`src/rtl/updn_pkg.sv`:
```
package updn_pkg;
  typedef enum logic [1:0] {
    CM_OFF  = 2'b00,
    CM_DOWN = 2'b01,
    CM_UP   = 2'b10,
    CM_BOTH = 2'b11
  } cmode_e;

  // true when a step in the given direction may set a compare flag
  function automatic logic step_allowed(input cmode_e m, input logic going_down);
    case (m)
      CM_DOWN: step_allowed = going_down;
      CM_UP:   step_allowed = !going_down;
      CM_BOTH: step_allowed = 1'b1;
      default: step_allowed = 1'b0;
    endcase
  endfunction
endpackage

```
`src/rtl/updn_prescaler.sv`:
```
module updn_prescaler #(
  parameter int PSC_W = 16
) (
  input  logic             clk,
  input  logic             rst_n,
  input  logic             run,
  input  logic             clear,
  input  logic [PSC_W-1:0] ratio,
  output logic             tick
);
  logic [PSC_W-1:0] div_q;

  assign tick = run && (div_q == ratio);

  always_ff @(posedge clk or negedge rst_n) begin
    if (!rst_n)      div_q <= '0;
    else if (clear)  div_q <= '0;
    else if (run)    div_q <= tick ? '0 : div_q + PSC_W'(1);
  end
endmodule

```
`src/rtl/updn_core.sv`:
```
module updn_core #(
  parameter int CNT_W = 16
) (
  input  logic             clk,
  input  logic             rst_n,
  input  logic             tick,
  input  logic             force_upd,
  input  logic             upd_dis,
  input  logic [CNT_W-1:0] arr_pre,
  output logic [CNT_W-1:0] cnt_q,
  output logic             dir_q,
  output logic             step,
  output logic             step_dn,
  output logic [CNT_W-1:0] cnt_n,
  output logic             uev
);
  logic [CNT_W-1:0] arr_q;
  logic             dir_n, turn_up, turn_dn;

  always_comb begin
    cnt_n   = cnt_q;
    dir_n   = dir_q;
    step    = 1'b0;
    step_dn = 1'b0;
    turn_up = 1'b0;
    turn_dn = 1'b0;
    if (force_upd) begin
      cnt_n = '0;
      dir_n = 1'b0;
    end else if (tick) begin
      if (arr_q == '0) begin
        cnt_n = '0;
        dir_n = 1'b0;
      end else if (!dir_q) begin
        step = 1'b1;
        if (cnt_q >= arr_q - CNT_W'(1)) begin
          cnt_n   = arr_q;
          dir_n   = 1'b1;
          turn_up = 1'b1;
        end else begin
          cnt_n = cnt_q + CNT_W'(1);
        end
      end else begin
        step    = 1'b1;
        step_dn = 1'b1;
        if (cnt_q <= CNT_W'(1)) begin
          cnt_n   = '0;
          dir_n   = 1'b0;
          turn_dn = 1'b1;
        end else begin
          cnt_n = cnt_q - CNT_W'(1);
        end
      end
    end
  end

  assign uev = !upd_dis && (force_upd || turn_up || turn_dn);

  always_ff @(posedge clk or negedge rst_n) begin
    if (!rst_n) begin
      cnt_q <= '0;
      dir_q <= 1'b0;
      arr_q <= '0;
    end else begin
      cnt_q <= cnt_n;
      dir_q <= dir_n;
      if (uev) arr_q <= arr_pre;
    end
  end
endmodule

```
`src/rtl/updn_uflag.sv`:
```
module updn_uflag (
  input  logic clk,
  input  logic rst_n,
  input  logic uev,
  input  logic force_upd,
  input  logic src_sel,
  input  logic clr,
  output logic pulse_q,
  output logic flag_q
);
  logic set_flag;
  assign set_flag = uev && !(force_upd && src_sel);

  always_ff @(posedge clk or negedge rst_n) begin
    if (!rst_n) begin
      pulse_q <= 1'b0;
      flag_q  <= 1'b0;
    end else begin
      pulse_q <= uev;
      if (set_flag) flag_q <= 1'b1;
      else if (clr) flag_q <= 1'b0;
    end
  end
endmodule

```
`src/rtl/updn_cmp_ch.sv`:
```
module updn_cmp_ch
  import updn_pkg::*;
#(
  parameter int CNT_W = 16
) (
  input  logic             clk,
  input  logic             rst_n,
  input  logic             step,
  input  logic             step_dn,
  input  logic [CNT_W-1:0] next_val,
  input  logic [CNT_W-1:0] match_val,
  input  cmode_e           mode,
  input  logic             clr,
  output logic             flag_q
);
  logic hit;
  assign hit = step && (next_val == match_val) && step_allowed(mode, step_dn);

  always_ff @(posedge clk or negedge rst_n) begin
    if (!rst_n)   flag_q <= 1'b0;
    else if (hit) flag_q <= 1'b1;
    else if (clr) flag_q <= 1'b0;
  end
endmodule

```
`src/rtl/updn_timer.sv`:
```
module updn_timer
  import updn_pkg::*;
#(
  parameter int CNT_W  = 16,
  parameter int PSC_W  = 16,
  parameter int NUM_CH = 2
) (
  input  logic                    clk,
  input  logic                    rst_n,
  input  logic                    cnt_en,
  input  logic [1:0]              mode,
  input  logic [PSC_W-1:0]        psc,
  input  logic [CNT_W-1:0]        arr_pre,
  input  logic [NUM_CH*CNT_W-1:0] cmp_vals,
  input  logic                    upd_dis,
  input  logic                    upd_src_sel,
  input  logic                    force_upd,
  input  logic                    uif_clr,
  input  logic [NUM_CH-1:0]       cmp_clr,
  output logic [CNT_W-1:0]        cnt_out,
  output logic                    dir_down,
  output logic                    upd_pulse,
  output logic                    uif,
  output logic [NUM_CH-1:0]       cmp_flag
);
  cmode_e           mode_e;
  logic             running, tick, step, step_dn, uev;
  logic [CNT_W-1:0] cnt_n;

  assign mode_e  = cmode_e'(mode);
  assign running = cnt_en && (mode_e != CM_OFF);

  updn_prescaler #(.PSC_W(PSC_W)) u_psc (
    .clk(clk), .rst_n(rst_n), .run(running), .clear(force_upd),
    .ratio(psc), .tick(tick)
  );

  updn_core #(.CNT_W(CNT_W)) u_core (
    .clk(clk), .rst_n(rst_n), .tick(tick), .force_upd(force_upd),
    .upd_dis(upd_dis), .arr_pre(arr_pre), .cnt_q(cnt_out), .dir_q(dir_down),
    .step(step), .step_dn(step_dn), .cnt_n(cnt_n), .uev(uev)
  );

  updn_uflag u_flag (
    .clk(clk), .rst_n(rst_n), .uev(uev), .force_upd(force_upd),
    .src_sel(upd_src_sel), .clr(uif_clr), .pulse_q(upd_pulse), .flag_q(uif)
  );

  for (genvar k = 0; k < NUM_CH; k++) begin : g_ch
    updn_cmp_ch #(.CNT_W(CNT_W)) u_cmp (
      .clk(clk), .rst_n(rst_n), .step(step), .step_dn(step_dn),
      .next_val(cnt_n), .match_val(cmp_vals[k*CNT_W +: CNT_W]),
      .mode(mode_e), .clr(cmp_clr[k]), .flag_q(cmp_flag[k])
    );
  end
endmodule

```
`config.mk`:
```
export PLATFORM = sky130hd
export DESIGN_NAME = updn_timer
export DESIGN_NICKNAME = d
export VERILOG_FILES = /design/src/rtl/updn_pkg.sv /design/src/rtl/updn_prescaler.sv /design/src/rtl/updn_core.sv /design/src/rtl/updn_uflag.sv /design/src/rtl/updn_cmp_ch.sv /design/src/rtl/updn_timer.sv
export SDC_FILE = /design/constraint.sdc
export NUM_CORES = 1
export LEC_CHECK = 0
export BUFFER_PORTS_ARGS = -buffer_cell sky130_fd_sc_hd__buf_2
export CAP_MARGIN = 20
export CORE_MARGIN = 2
export CORE_UTILIZATION = 50
export DETAILED_ROUTE_END_ITERATION = 8
export PLACE_DENSITY = 0.75
export SETUP_SLACK_MARGIN = 0.15
export SLEW_MARGIN = 30
export SYNTH_ARGS = -nofsm -noshare
export SYNTH_HDL_FRONTEND = slang
export SYNTH_SLANG_ARGS = --single-unit
```
`constraint.sdc`:
```
create_clock -name clk -period 14.7 [get_ports clk]
set_input_delay 0.735 -clock clk [delete_from_list [all_inputs] [get_ports clk]]
set_output_delay 0.735 -clock clk [all_outputs]
set_load 0.005 [all_outputs]
```
==> summary.md <==
| Metric | Value |
|---|---|
| Die ar. | `around 11000 sq um` |
| Status | `finished, final reports clean` |
| Setup CP Type | `reg -> reg` |
| Number of global-route vias before repair | `4872` |
| Max Fclk | `162.3 MHz` |
| Area occupied by registers | `1326 sq um` |
| Cts bufs inserted | `5` |
| Flop pwr share | `0.523` |
| Routed WL per cell | `19.16 um` |
| Top FF cell, synth | `dfrtp_1` |
| Setup repair after global routing missed its margin | `no` |
| Height of the die | `102.9 um` |
| Area grow syn2layout | `14.16%` |
| Relative slew slack | `0.4195` |
| Congestion Overflow GR | `0` |
| Largest net degree at the start of global routing | `54` |
| Ys Warns | `0` |
| Layout cells sized above 1 | `0.2063` |
| Ranking of synthesized cells by area | `dfrtp_1, xor2_1, xnor2_1` |
| Max Cap Viol | `0` |
| Ports | `96` |
| Setup Skew | `7.697 ps` |
| Final Cycle Share | `0.4192` |
| Final wirelength | `15820 um` |
| Multi-input combinational cell area | `3397 sq um` |
| Fin crit period | `6163 ps` |
| Leakage | `0.002593 uW` |
| Worst Path Max Fanout | `19` |
| Worst hold-check path type | `in -> async` |
| Syn nets | `709` |
| DRT iter0 DRCs | `between 300 and 400` |
| Top cell type by total area after synthesis | `dfrtp_1` |
| Setup_tns | `0 ps` |
| CP Launch Type | `flip-flop` |
| Seq cells post-synth | `53` |
| CTS tree | `yes` |
| Met1 Use GR | `0.3894` |
| Hold Fails Final Rpt | `0` |
| Syn Inst Count | `slightly above 600` |
| Synth unique cells | `61` |
| Initial core utilization | `0.5078` |
| Clk pin slew, worst setup/hold paths | `100 ps` |
| Setup violators final | `0` |
| Post-CTS Setup Bufs | `0` |
| DRT Pass-1 Iters | `6` |
| Worst VDD drop | `~0.038 mV` |
| Most frequent cell after synthesis | `nand2_1` |
| Internal | `roughly 220 uW` |
| Least-Margin Pin Slew | `859.8 ps` |
| Post-Syn Area | `~5000 sq um` |
| Slew Limit Fails | `0` |
| CTS resizes | `0` |
| # port buffers | `95` |
| ANT nets after route | `0` |
| DP HPWL | `between 10000 and 15000 um` |
| Register area share after synthesis | `0.2710` |
| GRT Total Usage | `0.3045` |
| Clock power share | `0.277` |
| FP Rows | `36` |
| Hold_buf cts | `0` |
| Worst EP required | `14940 ps` |
| Post-synth top cells | `nand2_1, dfrtp_1, nor2_1` |
| Via count | `just over 5000` |
| DRC Markers | `0` |
| GP Congestion | `1.062` |
| Clk sinks | `53` |
| Design area | `roughly 5600 sq um` |
| Switching share of power | `0.3124` |
| Fillers | `903` |
| Post-synth top area share | `0.2710` |
| Combinational share of power | `0.200` |
| Arr. time, crit path | `around 6400 ps` |
| CTS Root Cell | `clkbuf_8` |
| Cell Area, Placed | `5492 sq um` |
| Vias per inst | `just over 6` |
| Initial antenna violation count | `0` |
| CTS H-tree depth | `2` |
| Total core area | `9639 sq um` |
| Reg2reg start | `u_core.arr_q[5]$_DFFE_PN0P_` |
| Met2 Usage GRT | `0.5145` |
| Die W | `102.9 um` |
| Nets@finish | `788` |
| Ys async rst share | `1.000` |
| Top Usage Layer GRT | `met2` |
| Met3 Use GR | `0.04542` |
| # diodes | `0` |
| CTS Buffer Depth | `2` |
| Mean Syn Cell Area | `7.985 sq um` |
| CP startpoint | `u_core.arr_q[5]$_DFFE_PN0P_` |
| EDFF count, synth | `0` |
| Pwr Density | `56.38 nW/um^2` |
| Fin util | `0.5797` |
| Sw Pwr | `98.41 uW` |
| Worst skew pair latency | `between 300 and 400 ps` |
| Crit. End Element | `flip-flop` |
| First-pass GRT wire length | `24870 um` |
routing by layer:
layer  share of wire  routed length [um]
met5               0                   0
met4           0.035                 555
met3           0.082                1293
met2            0.48                7601
met1            0.40                6373
registers in the layout, summed over array words and instances, names as in the netlist:
| register | cells |
|---|---|
| g_ch.u_cmp.flag_q | 2 |
| u_core.arr_q | 16 |
| u_core.cnt_q | 16 |
| u_core.dir_q | 1 |
| u_flag.flag_q | 1 |
| u_flag.pulse_q | 1 |
| u_psc.div_q | 16 |
cell usage in the layout, fill, tap and decap left out, types with 7 or more instances in the layout:
master	Yosys	routed
or3_1	14	14
xnor2_1	32	32
a21oi_1	27	26
nor2_1	49	49
o21a_1	7	7
nor3_1	20	20
mux2_2	16	16
a31oi_1	12	12
dfrtp_1	53	53
nor4_1	23	21
nand3_1	34	34
nand4_1	9	9
o31ai_1	7	7
xor2_1	40	40
nand2_1	68	68
and3_1	10	10
inv_1	22	22
buf_4	3	7
o21ai_0	27	27
ha_1	21	21
buf_2	1	95
or4_1	8	8
cells by family after synthesis:
family	count (synthesis)	share of synthesized area
AND/OR/NAND/NOR	262	0.2756
adder cells (fa/ha/maj)	21	0.05368
multiplexers	22	0.04908
flip-flops	53	0.2710
buffers and inverters	52	0.04243
XOR/XNOR	72	0.1288
AO/OA/AOI/OAI	131	0.1795
per-stage QoR:
step | hold slack, ps | cells | setup WS (ps) | total power [uW]
after detailed placement | 501.2 | 818 | 8586 | 230.0
after floorplan | 439.4 | 613 | 9447 | 200.6
after CTS | 525.9 | 826 | 8553 | 317.4
after global placement | 503.9 | 818 | 8830 | 227.4
final | 534.8 | 826 | 8537 | 315.0
after global routing | 561.0 | 826 | 8214 | 331.1
path summary, 6_finish.rpt:
kind	slack (ps)	endpoint	depth (start not counted)
worst max-delay path	8540	g_ch[0].u_cmp.flag_q$_DFFE_PN0P_	16
worst max register to register	8540	g_ch[0].u_cmp.flag_q$_DFFE_PN0P_	16
worst min-delay path	530	u_core.arr_q[8]$_DFFE_PN0P_	2
min in group clk	540	g_ch[1].u_cmp.flag_q$_DFFE_PN0P_	2
worst min register to register	540	g_ch[1].u_cmp.flag_q$_DFFE_PN0P_	2
max in group asynchronous	13640	u_core.arr_q[7]$_DFFE_PN0P_	2
final cells by class:
cell class / instances / share of cell area
clock inverter: 2 / 0.002687
timing repair buffer: 102 / 0.09449
clock buffer: 6 / 0.01299
inverter: 22 / 0.01478
sequential: 53 / 0.2373
tap: 133 / 0.02978
multi-input combinational: 508 / 0.6079
power by group through the flow:
stage / Combinational, uW / Sequential (uW) / Clock [uW]
6_report: 63.1 / 165 / 87.3
5_1_grt: 70.3 / 166 / 94.9
4_1_cts: 63.2 / 164 / 89.9
3_5_place_dp: 62.8 / 167 / 0
3_3_place_gp: 60.5 / 167 / 0
2_1_floorplan: 37.4 / 163 / 0
critical path, stage by stage, from the launching register on:
cell	delay, ps
dfrtp_1	470
or4_4	600
or3_1	430
nor4_1	320
nor3b_1	290
xnor2_1	170
ha_1	270
nand4_1	160
nor2_1	90
or4_1	650
nor3_4	700
mux2i_1	390
a31oi_4	150
xnor2_1	170
or4_1	490
or4_1	530
o32ai_2	210
No activity file was read; power rests on OpenSTA's default activity.
